### config.mk
export PLATFORM = sky130hd
export DESIGN_NAME = occ_channel
export DESIGN_NICKNAME = d
export VERILOG_FILES = /design/src/rtl/occ_pkg.sv /design/src/rtl/occ_cmp_shadow.sv /design/src/rtl/occ_match_det.sv /design/src/rtl/occ_ref_gen.sv /design/src/rtl/occ_flag.sv /design/src/rtl/occ_channel.sv
export SDC_FILE = /design/constraint.sdc
export NUM_CORES = 1
export LEC_CHECK = 0
export ABC_AREA = 1
export BUFFER_PORTS_ARGS = -buffer_cell sky130_fd_sc_hd__buf_2
export CORE_AREA = 2 2 66 53
export CTS_CLUSTER_SIZE = 40
export DETAILED_ROUTE_END_ITERATION = 6
export DIE_AREA = 0 0 68 55
export GPL_ROUTABILITY_DRIVEN = 0
export HOLD_SLACK_MARGIN = 0.15
export PLACE_DENSITY = 0.79
export SYNTH_ARGS = -nofsm -noshare
export SYNTH_HDL_FRONTEND = slang
export SYNTH_SLANG_ARGS = --single-unit
### constraint.sdc
create_clock -name clk -period 3.4 [get_ports clk]
set_input_delay 0.51 -clock clk [delete_from_list [all_inputs] [get_ports clk]]
set_output_delay 0.51 -clock clk [all_outputs]
set_load 0.01 [all_outputs]
### src/rtl/occ_pkg.sv
// Package: shared types and the reference next-state function for the
// output-compare channel. Assumes a 3-bit mode field.
package occ_pkg;

    typedef enum logic [2:0] {
        OC_HOLD     = 3'b000,
        OC_SET      = 3'b001,
        OC_CLEAR    = 3'b010,
        OC_TOGGLE   = 3'b011,
        OC_FORCE_LO = 3'b100,
        OC_FORCE_HI = 3'b101,
        OC_RSV_6    = 3'b110,
        OC_RSV_7    = 3'b111
    } occ_mode_e;

    // Next reference level from mode, match pulse and current level.
    function automatic logic occ_next_ref(input occ_mode_e mode,
                                          input logic      hit,
                                          input logic      cur);
        logic nxt;
        nxt = cur;
        unique case (mode)
            OC_SET:      if (hit) nxt = 1'b1;
            OC_CLEAR:    if (hit) nxt = 1'b0;
            OC_TOGGLE:   if (hit) nxt = ~cur;
            OC_FORCE_LO: nxt = 1'b0;
            OC_FORCE_HI: nxt = 1'b1;
            default:     nxt = cur;
        endcase
        return nxt;
    endfunction

endpackage

### src/rtl/occ_cmp_shadow.sv
// Module: compare value preload and shadow registers.
// Assumes that the update strobe is a single-cycle event from the time base.
// A write in the same clock as an update goes straight into the shadow.
module occ_cmp_shadow #(
    parameter int CNT_W = 16
) (
    input  logic             clk,
    input  logic             rst_n,
    input  logic             wr_i,
    input  logic [CNT_W-1:0] val_i,
    input  logic             upd_i,
    output logic [CNT_W-1:0] shadow_o
);

    logic [CNT_W-1:0] preload_q;
    logic [CNT_W-1:0] shadow_q;
    logic [CNT_W-1:0] preload_nxt;

    // Value the preload register will hold after this clock.
    always_comb preload_nxt = wr_i ? val_i : preload_q;

    // Preload register: captures software writes.
    always_ff @(posedge clk) begin
        if (!rst_n) preload_q <= '0;
        else        preload_q <= preload_nxt;
    end

    // Shadow register: follows the preload only on an update event.
    always_ff @(posedge clk) begin
        if (!rst_n)     shadow_q <= '0;
        else if (upd_i) shadow_q <= preload_nxt;
    end

    assign shadow_o = shadow_q;

    // the shadow value stays put without an update event.
    assert_shadow_stable_R2: assert property (@(posedge clk) disable iff (!rst_n)
        !upd_i |=> $stable(shadow_q));

endmodule

### src/rtl/occ_match_det.sv
// Module: compare match detector.
// Raises match_o only on the first clock in which the counter equals the shadow
// value, so a counter that sits on the compare value matches once.
// Assumes that cnt_i is stable around the clock edge.
module occ_match_det #(
    parameter int CNT_W = 16
) (
    input  logic             clk,
    input  logic             rst_n,
    input  logic [CNT_W-1:0] cnt_i,
    input  logic [CNT_W-1:0] cmp_i,
    output logic             match_o
);

    logic eq;
    logic eq_q;

    // Raw equality between the counter and the shadow value.
    always_comb eq = (cnt_i == cmp_i);

    // Remembers whether equality held in the previous clock.
    always_ff @(posedge clk) begin
        if (!rst_n) eq_q <= 1'b0;
        else        eq_q <= eq;
    end

    // A match is the rising edge of equality.
    always_comb match_o = eq && !eq_q;

    // two matches never come in back-to-back clocks.
    assert_single_match_R3: assert property (@(posedge clk) disable iff (!rst_n)
        match_o |=> !match_o);

endmodule

### src/rtl/occ_ref_gen.sv
// Module: reference waveform generator.
// Updates the active-high reference level from the mode and the match pulse.
// The forced modes override the compare result. Assumes a 3-bit mode field.
module occ_ref_gen
    import occ_pkg::*;
(
    input  logic       clk,
    input  logic       rst_n,
    input  logic [2:0] mode_i,
    input  logic       match_i,
    output logic       ref_o
);

    occ_mode_e mode;
    logic      ref_q;

    // Decodes the raw mode bits into the enumerated mode.
    always_comb mode = occ_mode_e'(mode_i);

    // Reference register: next level from the package function.
    always_ff @(posedge clk) begin
        if (!rst_n) ref_q <= 1'b0;
        else        ref_q <= occ_next_ref(mode, match_i, ref_q);
    end

    assign ref_o = ref_q;

    // forced high wins over any compare result.
    assert_force_hi_R6: assert property (@(posedge clk) disable iff (!rst_n)
        (mode_i == 3'b101) |=> ref_q);
    // forced low wins over any compare result.
    assert_force_lo_R6: assert property (@(posedge clk) disable iff (!rst_n)
        (mode_i == 3'b100) |=> !ref_q);
    // the hold and unused modes keep the level.
    assert_hold_R5: assert property (@(posedge clk) disable iff (!rst_n)
        (mode_i == 3'b000 || mode_i[2:1] == 2'b11) |=> $stable(ref_q));
    // the toggle mode inverts the level on a match.
    assert_toggle_R4: assert property (@(posedge clk) disable iff (!rst_n)
        (mode_i == 3'b011 && match_i) |=> (ref_q != $past(ref_q)));

endmodule

### src/rtl/occ_flag.sv
// Module: sticky match flag and interrupt request.
// The flag sets on a match and clears on a clear strobe; a match wins over a
// clear in the same clock. Assumes that the clear is a single-cycle strobe.
module occ_flag (
    input  logic clk,
    input  logic rst_n,
    input  logic match_i,
    input  logic clr_i,
    input  logic irq_en_i,
    output logic flag_o,
    output logic irq_o
);

    logic flag_q;

    // Flag register: a set takes priority over a clear.
    always_ff @(posedge clk) begin
        if (!rst_n)       flag_q <= 1'b0;
        else if (match_i) flag_q <= 1'b1;
        else if (clr_i)   flag_q <= 1'b0;
    end

    // Level interrupt request while the flag is set and enabled.
    always_comb irq_o = flag_q && irq_en_i;

    assign flag_o = flag_q;

    // every match leaves the flag set.
    assert_match_sets_flag_R9: assert property (@(posedge clk) disable iff (!rst_n)
        match_i |=> flag_q);
    // a clear without a match drops the flag.
    assert_clear_drops_R9: assert property (@(posedge clk) disable iff (!rst_n)
        (clr_i && !match_i) |=> !flag_q);

endmodule

### src/rtl/occ_channel.sv
// Module: top of the output-compare channel.
// Connects the shadow compare register, the match detector, the reference
// generator and the flag, then applies output polarity to the reference.
// Assumes that the counter comes from an external time base in the same clock domain.
module occ_channel #(
    parameter int CNT_W = 16
) (
    input  logic             clk,
    input  logic             rst_n,
    input  logic [CNT_W-1:0] cnt_i,
    input  logic             cmp_wr_i,
    input  logic [CNT_W-1:0] cmp_val_i,
    input  logic             cmp_upd_i,
    input  logic [2:0]       mode_i,
    input  logic             pol_i,
    input  logic             irq_en_i,
    input  logic             flag_clr_i,
    output logic             ref_o,
    output logic             pin_o,
    output logic             flag_o,
    output logic             irq_o
);

    logic [CNT_W-1:0] shadow;
    logic             match;
    logic             ref_lvl;

    occ_cmp_shadow #(.CNT_W(CNT_W)) u_shadow (
        .clk      (clk),
        .rst_n    (rst_n),
        .wr_i     (cmp_wr_i),
        .val_i    (cmp_val_i),
        .upd_i    (cmp_upd_i),
        .shadow_o (shadow)
    );

    occ_match_det #(.CNT_W(CNT_W)) u_match (
        .clk     (clk),
        .rst_n   (rst_n),
        .cnt_i   (cnt_i),
        .cmp_i   (shadow),
        .match_o (match)
    );

    occ_ref_gen u_ref (
        .clk     (clk),
        .rst_n   (rst_n),
        .mode_i  (mode_i),
        .match_i (match),
        .ref_o   (ref_lvl)
    );

    occ_flag u_flag (
        .clk      (clk),
        .rst_n    (rst_n),
        .match_i  (match),
        .clr_i    (flag_clr_i),
        .irq_en_i (irq_en_i),
        .flag_o   (flag_o),
        .irq_o    (irq_o)
    );

    // Polarity stage: the pin is the reference, inverted when pol_i is high.
    always_comb pin_o = pol_i ? ~ref_lvl : ref_lvl;

    assign ref_o = ref_lvl;

    // a forced mode does not stop the flag from setting on a match.
    assert_forced_flag_R7: assert property (@(posedge clk) disable iff (!rst_n)
        (match && mode_i[2:1] == 2'b10) |=> flag_o);

endmodule

# After elaboration in Yosys (flattened, before gate mapping)
# Cells that the tools add are included.
[totals]
reg_bits = 35
output_inout_bits = 4
[op_classes]
n_eq_ne = 9
mux = 8
n_bitwise = 1
reduce_logical = 6
[ops]
columns = ["op", "count"]
rows = [
  ["16-bit == test", 1],
  ["16-bit 2-to-1 mux", 1],
  ["3-bit by 2-bit == test with 1-bit output (second input constant)", 2],
  ["3-bit == test (second input constant)", 2],
  ["1-bit 2-to-1 mux", 6],
  ["2-bit != test (second input constant)", 3],
  ["1-bit case mux with 5 select lines", 1],
  ["5-bit nonzero test", 1],
  ["4-bit AND reduction", 1],
  ["3-bit by 1-bit == test with 1-bit output (second input constant)", 1],
  ["1-bit logical AND", 2],
  ["2-bit nonzero test", 1],
  ["1-bit logical NOT", 1],
  ["1-bit inverter", 1],
]

# Depth between registers and ports, before layout
# Gate-level depths: netlist of the first run.
[depth]
word_depth = 4
mapped_depth = 10
depth_no_buf = 10

# Cells and area by module
# Synthesis of the first run repeated with hierarchy kept, for this count alone.
[hier_totals]
cells_unflattened = 290
hier_area_um2 = 1804.2
[by_module_without_submodules]
columns = ["mod", "n_inst", "cells_each", "area_per_inst_um2"]
rows = [
  ["occ_cmp_shadow", 1, 171, 1300.0],
  ["occ_match_det", 1, 94, 369.1],
  ["occ_ref_gen", 1, 12, 65.1],
  ["occ_flag", 1, 8, 51.3],
  ["occ_channel", 1, 5, 18.8],
]

# Worst setup path before layout of the first run
# Ideal clock, no wire load.
[synth_path]
path_type = "input-to-reg"
start = "input port cmp_wr_i"
end = "register u_shadow.shadow_q[10], in the netlist u_shadow.shadow_o[10]"
setup_time_ps = 116
arrival_time_ps = 1218
required_ps = 3284
setup_slack_ps = 2066
cell_stages = 6
path_cell_list = "buf_4 -> buf_6 -> mux2i_1 -> nand2_1 -> o211ai_1 -> inv_1"
[synth_via]
elab_chain_len = 1
[synth_lines]
columns = ["element", "line_no", "source"]
rows = [
  ["start, declared", "occ_channel.sv:11", "input logic cmp_wr_i,"],
  ["16-bit 2-to-1 mux", "occ_cmp_shadow.sv:20", "always_comb preload_nxt = wr_i ? val_i : preload_q;"],
  ["end signal, assigned", "occ_cmp_shadow.sv:31", "else if (upd_i) shadow_q <= preload_nxt;"],
  ["end, declared", "occ_cmp_shadow.sv:16", "logic [CNT_W-1:0] shadow_q;"],
]
# Every way passes these cells.
# A chain may end at the register's enable or synchronous reset.

# Worst setup path after layout of the first run
[layout_path]
start = "register u_ref.ref_q, in the netlist u_ref.ref_o"
end = "output port pin_o"
[layout_via]
elab_chain_len = 2
[layout_lines]
columns = ["element", "line_no", "source"]
rows = [
  ["start, declared", "occ_ref_gen.sv:15", "logic ref_q;"],
  ["start signal, assigned", "occ_ref_gen.sv:23", "else ref_q <= occ_next_ref(mode, match_i, ref_q);"],
  ["1-bit inverter", "occ_channel.sv:64", "always_comb pin_o = pol_i ? ~ref_lvl : ref_lvl;"],
  ["1-bit 2-to-1 mux (*)", "occ_channel.sv:64", ""],
  ["end, declared", "occ_channel.sv:19", "output logic pin_o,"],
]
# Every way passes the cells marked *; elsewhere a longest branch is shown, timed or not.

==> impl_results.md, run 1 <==
- Initial Util: 0.526
- Commonest non-fill, non-tap cells in the layout: 52 x nand2_1, 45 x buf_2, 41 x inv_1
- Post-Syn Instances: 223
- Sw Ratio: 0.246
- Crit path launch type: flop
- CP max FO: 3
- Routed Antenna Nets: 0
- First-pass DRT Iterations: 6
- Die area: 0.00374 sq mm
- Max cap viols: 0
- Hold depth: 3
- Clock buffer depth: 2
- Post-CTS Setup Bufs: 0
- Area delta synth->final: 19.9%
- R2r setup slk: approximately 2.1 ns
- CTS clk-pin slew, worst paths: 0.07 ns
- Total routed wirelength: 3030 um
- Hold_buf cts: 0
- Final setup slack of the worst path: 1.98 ns
- Slew margin rel.: 0.660
- Synth warn: 0
- Worst Skew: 0.00137 ns
- Core box area: 0.00311 sq mm
- Yosys reg bits: 35
- Critical Path AT: 0.91 ns
- Pwr dens: 457 mW/mm^2
- Clk_lat worst skew: 0.28 ns
- Placed instance area: 0.00186 sq mm
- Post-route insts no fill: 308
- Lkg Pwr: 1.13 nW
- Vias per cell: 4.57
- PostCTS Resize Cnt: 0
- Post-DP HPWL: between 2000 and 2500 um
- I/O pin count: between 40 and 50
- Netlist cell types: 22
- RR Startpoint: u_shadow.shadow_o[10]$_SDFFE_PN0P_
- Worst VDD drop: 0.201 mV
- Flop pwr share: 0.502
- Clock share of power: 0.364
- Mapped cell area: 0.00163 sq mm
- Multi-input logic area: 718 sq um
- Chip width: 68 um
- Die height: about 55 um
- Util after Layout: 0.630
- Rows: 18
- Final Cycle Share: 0.418
- Final setup viols: 0
- First-pass GRT wire length: approximately 4900 um
- Hold Fails Final Rpt: 0
- # DRC: 0
- Final critical-path required period: 1.42 ns
- Ant. Diodes: 0
- Routed wire per std cell: 9.82 um
- Unrepaired setup endpoints after global routing: no
- Commonest non-fill, non-tap cell in the layout: nand2_1
- Type of destination of the critical path: output port
- Setup TNS: 0 ns
- Syn nets: about 270
- Placed cell count: 300
- PortBufs: 45
- Reg-to-reg endpoint: u_ref.ref_o$_SDFFE_PN0P_
- CTS tree: done
- Avg Synthesized Cell Area: between 7 and 8 sq um
- Worst R2R Path Depth: 9
- Layout Nets: 309
- CTS sink count: 35
- Hold Path End: u_shadow.preload_q[4]$_SDFF_PN0_
- Share of cells above drive strength 1: 0.216
- Share of the yosys chip area belonging to registers: 0.429
- P_sw: 0.000220 W
- Max-slew violations: 0
- Total grt overflow: 0
- Inserted Clock Buffers: 5
- Critical Path RT: a little under 3 ns
- Initial DRC Count: 45
- Hold Path Class: in2reg
- Min-delay src: cmp_val_i[4]
- Cell Int Power: 0.000675 W
- Vias in the first global route: 1,206
- Final Instance Area: 0.00196 sq mm
- Register area: 701 sq um
- # H-tree levels: 2
- Largest net degree at the start of global routing: 33
- Root Driver: clkbuf_8
- WS Path Type: reg2out
- Least-Margin Pin Slew: 0.510 ns
- Status: finished, final reports clean
- Fillers: slightly below 300
- Fmax: 704 MHz
- Initial antenna violation count: 0
- Power share of the combinational group: 0.134
- Total track usage: 0.183
- Pre-CTS setup slack: 1.85 ns
- Routed via count: 1,409
synthesized netlist by cell type:
library cell,number,share of area
mux2i_1,16,0.098
and2_1,1,0.0038
xor2_1,5,0.027
inv_2,2,0.0046
nor2_1,37,0.085
o21ai_0,2,0.0061
a21oi_2,1,0.0054
buf_1,1,0.0023
nand4_1,1,0.0038
nand3_1,1,0.0031
o211ai_1,16,0.074
a21oi_1,1,0.0031
clkbuf_1,3,0.0069
nor2_2,2,0.0077
inv_1,41,0.094
buf_4,1,0.0046
buf_2,1,0.0031
dfxtp_1,35,0.43
nand2_2,1,0.0038
nand2_1,52,0.12
buf_6,2,0.014
clkinv_1,1,0.0023
sequential cells by signal (all words and copies together) (netlist names):
signal and cells:
u_flag.flag_o 1, u_match.eq_q 1, u_ref.ref_o 1, u_shadow.preload_q 16, u_shadow.shadow_o 16
final cells by class:
| class | instances | share of cell area |
|---|---|---|
| Inverter | 44 | 0.0843 |
| Timing Repair Buffer | 45 | 0.115 |
| Clock buffer | 8 | 0.0511 |
| Sequential cell | 35 | 0.358 |
| Multi-Input combinational cell | 136 | 0.367 |
| Tap cell | 40 | 0.0255 |
layer usage:
metal,vias up,GRT usage,part of all wire
met4,0,0.0633,0.013
met3,4,0.0709,0.069
met5,-,0,0
met1,609,0.211,0.48
li1,760,-,-
met2,36,0.314,0.44
critical path, stage by stage (launching register included):
cell,delay [ns]
dfxtp_1,0.36
xor2_1,0.13
buf_2,0.14
metrics by stage:
stage	hold WS [ns]	total power, W
2_1_floorplan	0.456	0.000538
3_3_place_gp	0.467	0.000575
3_5_place_dp	0.478	0.000579
4_1_cts	0.478	0.000905
5_1_grt	0.488	0.000946
6_report	0.483	0.000895
cell families (layout without fill, tap and decap cells):
logic type / count (synthesis) / after routing / share of synthesized area
AOI/OAI and AO/OA: 20 / 20 / 0.0881
DFF: 35 / 35 / 0.429
xor gates and xnor gates: 5 / 5 / 0.0268
muxes: 16 / 16 / 0.0980
buffers and inverters: 52 / 97 / 0.132
and+or+nand+nor: 95 / 95 / 0.227
worst max path at each step:
| stage | slack (ns) | startpoint | to |
|---|---|---|---|
| 2_1_floorplan | 2.07 | cmp_wr_i | u_shadow.shadow_o[10]$_SDFFE_PN0P_ |
| 3_3_place_gp | 1.87 | cmp_wr_i | u_shadow.shadow_o[15]$_SDFFE_PN0P_ |
| 3_5_place_dp | 1.85 | cmp_wr_i | u_shadow.shadow_o[15]$_SDFFE_PN0P_ |
| 4_1_cts | 1.96 | u_ref.ref_o$_SDFFE_PN0P_ | pin_o |
| 5_1_grt | 1.87 | u_ref.ref_o$_SDFFE_PN0P_ | pin_o |
| 6_report | 1.98 | u_ref.ref_o$_SDFFE_PN0P_ | pin_o |
power groups by stage:
stage	clock network, W	registers, W	logic (W)
after floorplan	0	0.000455	0.0000834
after global placement	0	0.000457	0.000118
after detailed placement	0	0.000458	0.000121
after CTS	0.000334	0.000449	0.000122
after global routing	0.000356	0.000451	0.000139
final	0.000326	0.000449	0.000120
Power figures use the tool's default switching activity.
==> inputs of run 2 (changes only) <==
- CORE_AREA: 2 2 66 53 -> 2 2 72 57
- DIE_AREA: 0 0 68 55 -> 0 0 74 59
- PLACE_DENSITY: 0.79 -> 0.71
- clock period: 3.4 -> 1.3 ns (I/O delays scaled with it)
==> run 2 against run 1 <==
Against the previous run:
- register-to-register slack worse by 2.0 ns
- sequential cell count unchanged
- non-clock buffer count up 3
- clock power up 140%
- final cell count up 4.9%
- wire length up 14%
- combinational power rose to 2.9 times the previous value
- core utilization down 6.5 points
- first-iteration DRC count up 53%
- via count up 2.8%
- total power rose to 2.6 times the previous value
- critical path type is now reg2reg
==> impl_results.md, run 2 (synthesized netlist as in run 1, its figures left out) <==
- Status: finished, final reports clean
- Routed via count: 1,448
- Sw Ratio: 0.271
- Ant. Diodes: 0
- Placed cell count: 315
- PortBufs: 45
- CP max stage cell: dfxtp_2
- Root Driver: clkbuf_8
- Worst Skew: 0.00508 ns
- Type of destination of the critical path: flop
- Lkg Pwr: 1.15 nW
- First-pass GRT wire length: approximately 5700 um
- Slew margin rel.: 0.776
- Initial antenna violation count: 0
- WS Path Type: reg2reg
- CP peak stage delay: 0.33 ns
- Layout Nets: roughly 310
- Multi-input logic area: ~730 sq um
- First-pass DRT Iterations: 5
- Least-Margin Pin Slew: 0.336 ns
- Die height: 59 um
- Die area: between 0.004 and 0.005 sq mm
- Pwr Total: 0.00229 W
- Crit path launch type: flop
- Util after Layout: 0.565
- CTS tree: done
- Worst R2R Path Depth: 9
- Reg-to-reg endpoint: u_ref.ref_o$_SDFFE_PN0P_
- Unrepaired setup endpoints after global routing: yes
- Routed wire per std cell: between 10 and 15 um
- Final critical-path required period: roughly 1.2 ns
- Flop pwr share: 0.515
- Critical Path AT: 1.44 ns
- Worst VDD drop: approximately 0.6 mV
- Share of cells above drive strength 1: 0.295
- CP max FO: 3
- Max cap viols: 0
- Initial Util: 0.455
- Post-route insts no fill: 323
- Vias per cell: 4.48
- Clk_lat worst skew: between 0.2 and 0.3 ns
- P_sw: 0.000620 W
- Max-slew violations: 0
- Total grt overflow: 0
- Clock share of power: 0.335
- Crit-path cells: nor2_1, nor2_1, nor2_1, nand2_1, nor2_2, nand4_1, nand3_1, nand2_1, nor2_1
- Total routed wirelength: 3450 um
- CTS clk-pin slew, worst paths: about 0.07 ns
- Commonest non-fill, non-tap cells in the layout: 51 x nand2_1, 45 x buf_2, 38 x inv_1
- Fillers: 362
- Hold Path Class: in2reg
- Routed Antenna Nets: 0
- Commonest non-fill, non-tap cell in the layout: nand2_1
- Core box area: 0.00359 sq mm
- RR Startpoint: u_shadow.shadow_o[1]$_SDFFE_PN0P_
- Vias in the first global route: between 1,000 and 1,500
- Most frequent cell on the critical path: nor2_1
- # H-tree levels: 2
- Hold_buf cts: 0
- Total track usage: 0.175
- Final Cycle Share: 0.928
- Largest net degree at the start of global routing: 21
- Crit path to: u_ref.ref_o$_SDFFE_PN0P_
- R2r setup slk: 0.09 ns
- Final setup viols: 0
- Fmax: between 800 and 900 MHz
- Power share of the combinational group: 0.150
- Chip width: 74 um
- Final hold slack: 0.158 ns
- # DRC: 0
- Critical path startpoint: u_shadow.shadow_o[1]$_SDFFE_PN0P_
- Critical Path RT: ~1.5 ns
- Hold Fails Final Rpt: 0
- I/O pin count: between 40 and 50
- Area delta synth->final: 24.2%
- Final Instance Area: 0.00203 sq mm
- Pwr dens: 1130 mW/mm^2
- Post-DP HPWL: 2410 um
- Initial DRC Count: 69
- CTS sink count: 35
- Inserted Clock Buffers: 5
- Register area: 716 sq um
- Rows: 19
- Clock buffer depth: 2
- Cell Int Power: ~0.0017 W
- Placed instance area: around 0.0019 sq mm
==> run 2: worst min-delay path by stage <==
stage	startpoint	end	slack [ns]	depth (start not counted)
2_1_floorplan	cmp_val_i[0]	u_shadow.preload_q[0]$_SDFF_PN0_	0.36	2
3_5_place_dp	cmp_val_i[13]	u_shadow.preload_q[13]$_SDFF_PN0_	0.46	3
5_1_grt	cmp_val_i[7]	u_shadow.preload_q[7]$_SDFF_PN0_	0.18	3
6_report	cmp_val_i[6]	u_shadow.preload_q[6]$_SDFF_PN0_	0.16	3
3_3_place_gp	cmp_val_i[3]	u_shadow.preload_q[3]$_SDFF_PN0_	0.46	3
4_1_cts	cmp_val_i[13]	u_shadow.preload_q[13]$_SDFF_PN0_	0.16	3
==> run 2: routing by layer <==
| layer | up-vias | part of all wire | GRT usage |
|---|---|---|---|
| li1 | 777 | - | - |
| met1 | 619 | 0.50 | 0.223 |
| met2 | 44 | 0.43 | 0.268 |
| met3 | 8 | 0.057 | 0.0561 |
| met4 | 0 | 0.017 | 0.0857 |
| met5 | - | 0 | 0 |
==> run 2: through the flow <==
stage,setup TNS (ns),worst slack [ns]
2_1_floorplan,0,0.218
3_3_place_gp,0,0.115
3_5_place_dp,0,0.0875
4_1_cts,0,0.0628
5_1_grt,-0.0696,-0.0696
6_report,0,0.0930
==> run 2: what timing repair did <==
item	4_1_cts	5_1_grt
gates resized for setup	0	18
buffers inserted	0	0
endpoints found under the setup margin	0	3
==> run 2: power groups by stage <==
stage	sequential (W)	combinational (W)	clock, W
floorplan	0.00119	0.000218	0
global placement	0.00119	0.000334	0
detailed placement	0.00120	0.000340	0
CTS	0.00117	0.000342	0.000783
global route	0.00119	0.000391	0.000831
finish	0.00118	0.000343	0.000767
==> run 2: cell type report <==
cell class / count / area share
Clock buffer: 5 / 0.0339
Clock inverter: 3 / 0.00740
Inverter: 44 / 0.0814
Multi-Input combinational cell: 136 / 0.358
Sequential cell: 35 / 0.353
Tap cell: 52 / 0.0321
Timing Repair Buffer: 48 / 0.134
==> run 2: critical path: cells and delay by family, from the launching register on <==
kind,cells,cell delay (ns)
simple gates,9,0.81
flops,1,0.33
==> inputs of run 3 (changes only) <==
- ABC_AREA: 1 -> not set
- CORE_AREA: 2 2 72 57 -> 2 2 69 54
- DIE_AREA: 0 0 74 59 -> 0 0 71 56
- PLACE_DENSITY: 0.71 -> 0.7
==> run 3 against run 2 <==
Against the previous run:
- the flow now finishes with violations (negative setup slack)
- area after synthesis fell by 14%
- critical path type unchanged
- global-route usage down 1.7 points
- core utilization down 0.099 points
- setup slack worse by 0.24 ns
- critical path depth down 4
- sequential share of layout area up 2.9 points
- cell area decreased by 9.2%
- sequential cell count unchanged
- clock power is 3.5% lower
==> impl_results.md, run 3 <==
- Critical Path RT: between 1.5 and 2 ns
- # DRC: 0
- CTS clk-pin slew, worst paths: 0.07 ns
- Yosys top cell area share: 0.500
- Die height: between 50 and 60 um
- Layout Nets: 237
- Largest cells by area after synthesis: dfxtp_1 50%, mux2i_1 11%, xor2_1 11%
- WS Path Type: reg2reg
- Post-DP HPWL: 2100 um
- Max layer used: met4
- Primary FF master, synth: dfxtp_1
- Worst R2R Path Depth: 5
- Post-route insts no fill: 236
- Reg-to-reg endpoint: u_ref.ref_o$_SDFFE_PN0P_
- Worst Skew: 0.00406 ns
- R2r setup slk: -0.15 ns
- Setup TNS: -0.325 ns
- Fmax: 689 MHz
- Hold Fails Final Rpt: 0
- Type of destination of the critical path: flop
- Yosys reg bits: 35
- Final Cycle Share: 1.12
- Vias in the first global route: 1,199
- Failing checks: negative setup slack
- Total grt overflow: 0
- Chip width: 71 um
- CTS sink count: 35
- First-pass GRT wire length: just under 5000 um
- Lkg Pwr: 0.856 nW
- First-pass DRT Iterations: 4
- Core box area: 0.00327 sq mm
- Share of the yosys chip area belonging to registers: 0.500
- Mapped cell area: 0.00140 sq mm
- Max-slew violations: 0
- Placed cell count: 225
- Routed via count: between 1,000 and 1,500
- Hold Path Class: in2reg
- Post-synth top area cell: dfxtp_1
- PortBufs: 45
- I/O pin count: 46
- Routed wire per std cell: 12.2 um
- Commonest non-fill, non-tap cells in the layout: 45 x buf_2, 33 x nor2_1, 33 x dfxtp_1
- Final setup slack of the worst path: -0.152 ns
- Netlist cell types: 19
- Initial Util: 0.429
- Avg Synthesized Cell Area: 9.72 sq um
- Synth async-reset ratio: 0
- Crit path to: u_ref.ref_o$_SDFFE_PN0P_
- Synth warn: 0
- Rows: 18
- Initial DRC Count: 22
- Total routed wirelength: between 2000 and 3000 um
- Top-count cell post-synth: dfxtp_1
- Vias per cell: approximately 4.8
- Most instantiated cells after synthesis: 35 x dfxtp_1, 33 x nor2_1, 17 x xor2_1, 16 x a211oi_1, 16 x mux2i_1
- Pre-CTS setup slack: -0.270 ns
- Status: complete, but fails checks
- Inserted Clock Buffers: 5
- Area delta synth->final: 31.6%
- Routed wire length on met3: around 190 um
- Final setup viols: 3
- Largest net degree at the start of global routing: 34
- Worst VDD drop: 0.714 mV
- Clk_lat worst skew: 0.28 ns
- Share of cells above drive strength 1: 0.321
- Post-synth EDFFs: 0
- CTS tree: done
- Max cap viols: 0
- Critical path startpoint: u_shadow.shadow_o[2]$_SDFFE_PN0P_
- Pwr dens: 1200 mW/mm^2
- Crit path launch type: flop
- Initial antenna violation count: 0
- Slew margin rel.: 0.835
- Routed Antenna Nets: 0
- # H-tree levels: 2
- Ant. Diodes: 0
- Met1 Routed Length: 1320 um
- Final hold slack: 0.175 ns
- Commonest non-fill, non-tap cell in the layout: buf_2
- RR Startpoint: u_shadow.shadow_o[2]$_SDFFE_PN0P_
- Critical Path AT: around 1.7 ns
- CP max FO: 2
- Total track usage: 0.158
- Least-Margin Pin Slew: 0.245 ns
- Final critical-path required period: about 1.5 ns
- Clock buffer depth: 2
- Unrepaired setup endpoints after global routing: yes
- Syn nets: 186
- Post-Syn Instances: 144
- Routed wl met2: 1330 um
- Root Driver: clkbuf_8
- Die area: 0.00398 sq mm
- Pwr Total: 0.00221 W
## run 3: cell types whose count changed after synthesis, sizes merged, moves of 2 or more
| cell | previous run | this run |
|---|---|---|
| nand2 | 53 | 4 |
| nor3 | 0 | 2 |
| buf | 5 | 3 |
| clkbuf | 3 | 5 |
| o211ai | 16 | 1 |
| nor2 | 39 | 33 |
| o21ai | 2 | 0 |
| inv | 43 | 2 |
| nor4 | 0 | 4 |
| a211oi | 0 | 17 |
| xor2 | 5 | 17 |
## run 3: worst min-delay path by stage
stage | start | to | depth (start not counted)
after CTS | cmp_val_i[15] | u_shadow.preload_q[15]$_SDFF_PN0_ | 3
final | cmp_val_i[13] | u_shadow.preload_q[13]$_SDFF_PN0_ | 3
after global placement | rst_n | u_flag.flag_o$_SDFFE_PN0P_ | 2
after global routing | cmp_val_i[11] | u_shadow.preload_q[11]$_SDFF_PN0_ | 3
after detailed placement | rst_n | u_flag.flag_o$_SDFFE_PN0P_ | 2
after floorplan | rst_n | u_flag.flag_o$_SDFFE_PN0P_ | 1
## run 3: cell type report
| class | instances | area [sq um] |
|---|---|---|
| Multi-Input combinational cell | 99 | 683 |
| Tap cell | 40 | 50.0 |
| Fill cell | 310 | 1420 |
| Clock inverter | 1 | 5.00 |
| Sequential cell | 35 | 703 |
| Clock buffer | 7 | 76.3 |
| Timing Repair Buffer | 52 | 318 |
| Inverter | 2 | 7.51 |
## run 3: per-layer routing
| layer | GRT usage | vias to the layer above |
|---|---|---|
| met4 | 0.0809 | 0 |
| li1 | - | 597 |
| met5 | 0 | - |
| met1 | 0.184 | 507 |
| met3 | 0.0417 | 4 |
| met2 | 0.264 | 36 |
## run 3: timing repair
| action | 4_1_cts | 5_1_grt |
|---|---|---|
| hold buffers | 1 | 0 |
| setup buffers | 3 | 0 |
| pin swaps | 4 | 5 |
| cloned | 0 | 0 |
| endpoints found under the setup margin | 2 | 3 |
| hold endpoints to repair | 1 | 0 |
| gates resized for setup | 5 | 1 |
## run 3: cells by family (layout without fill, tap and decap cells)
group                     Yosys count  count (layout)  synth area share
AOI/OAI and AO/OA                  21              21             0.117
xor gates and xnor gates           17              17             0.106
buffers and inverters              10              62            0.0286
DFF                                35              35             0.500
muxes                              16              16             0.114
and+or+nand+nor                    45              45             0.133
## run 3: critical path, stage by stage (launching register included)
cell	delay (ns)
dfxtp_1	0.32
xor2_1	0.15
nor4_1	0.28
nand2_1	0.11
o41a_1	0.39
a211oi_2	0.13
## run 3: per-stage QoR
| step | cell area, sq um | util |
|---|---|---|
| floorplan | 1400 | - |
| global route | 1840 | 0.564 |
| detailed placement | 1710 | 0.524 |
| finish | 1840 | 0.564 |
| global placement | 1710 | 0.524 |
| CTS | 1840 | 0.564 |
## run 3: power by group
part | internal, W | switching, W | total, W
clock network | 0.000375 | 0.000364 | 0.000740
logic | 0.000153 | 0.000146 | 0.000299
registers | 0.00114 | 0.0000340 | 0.00117
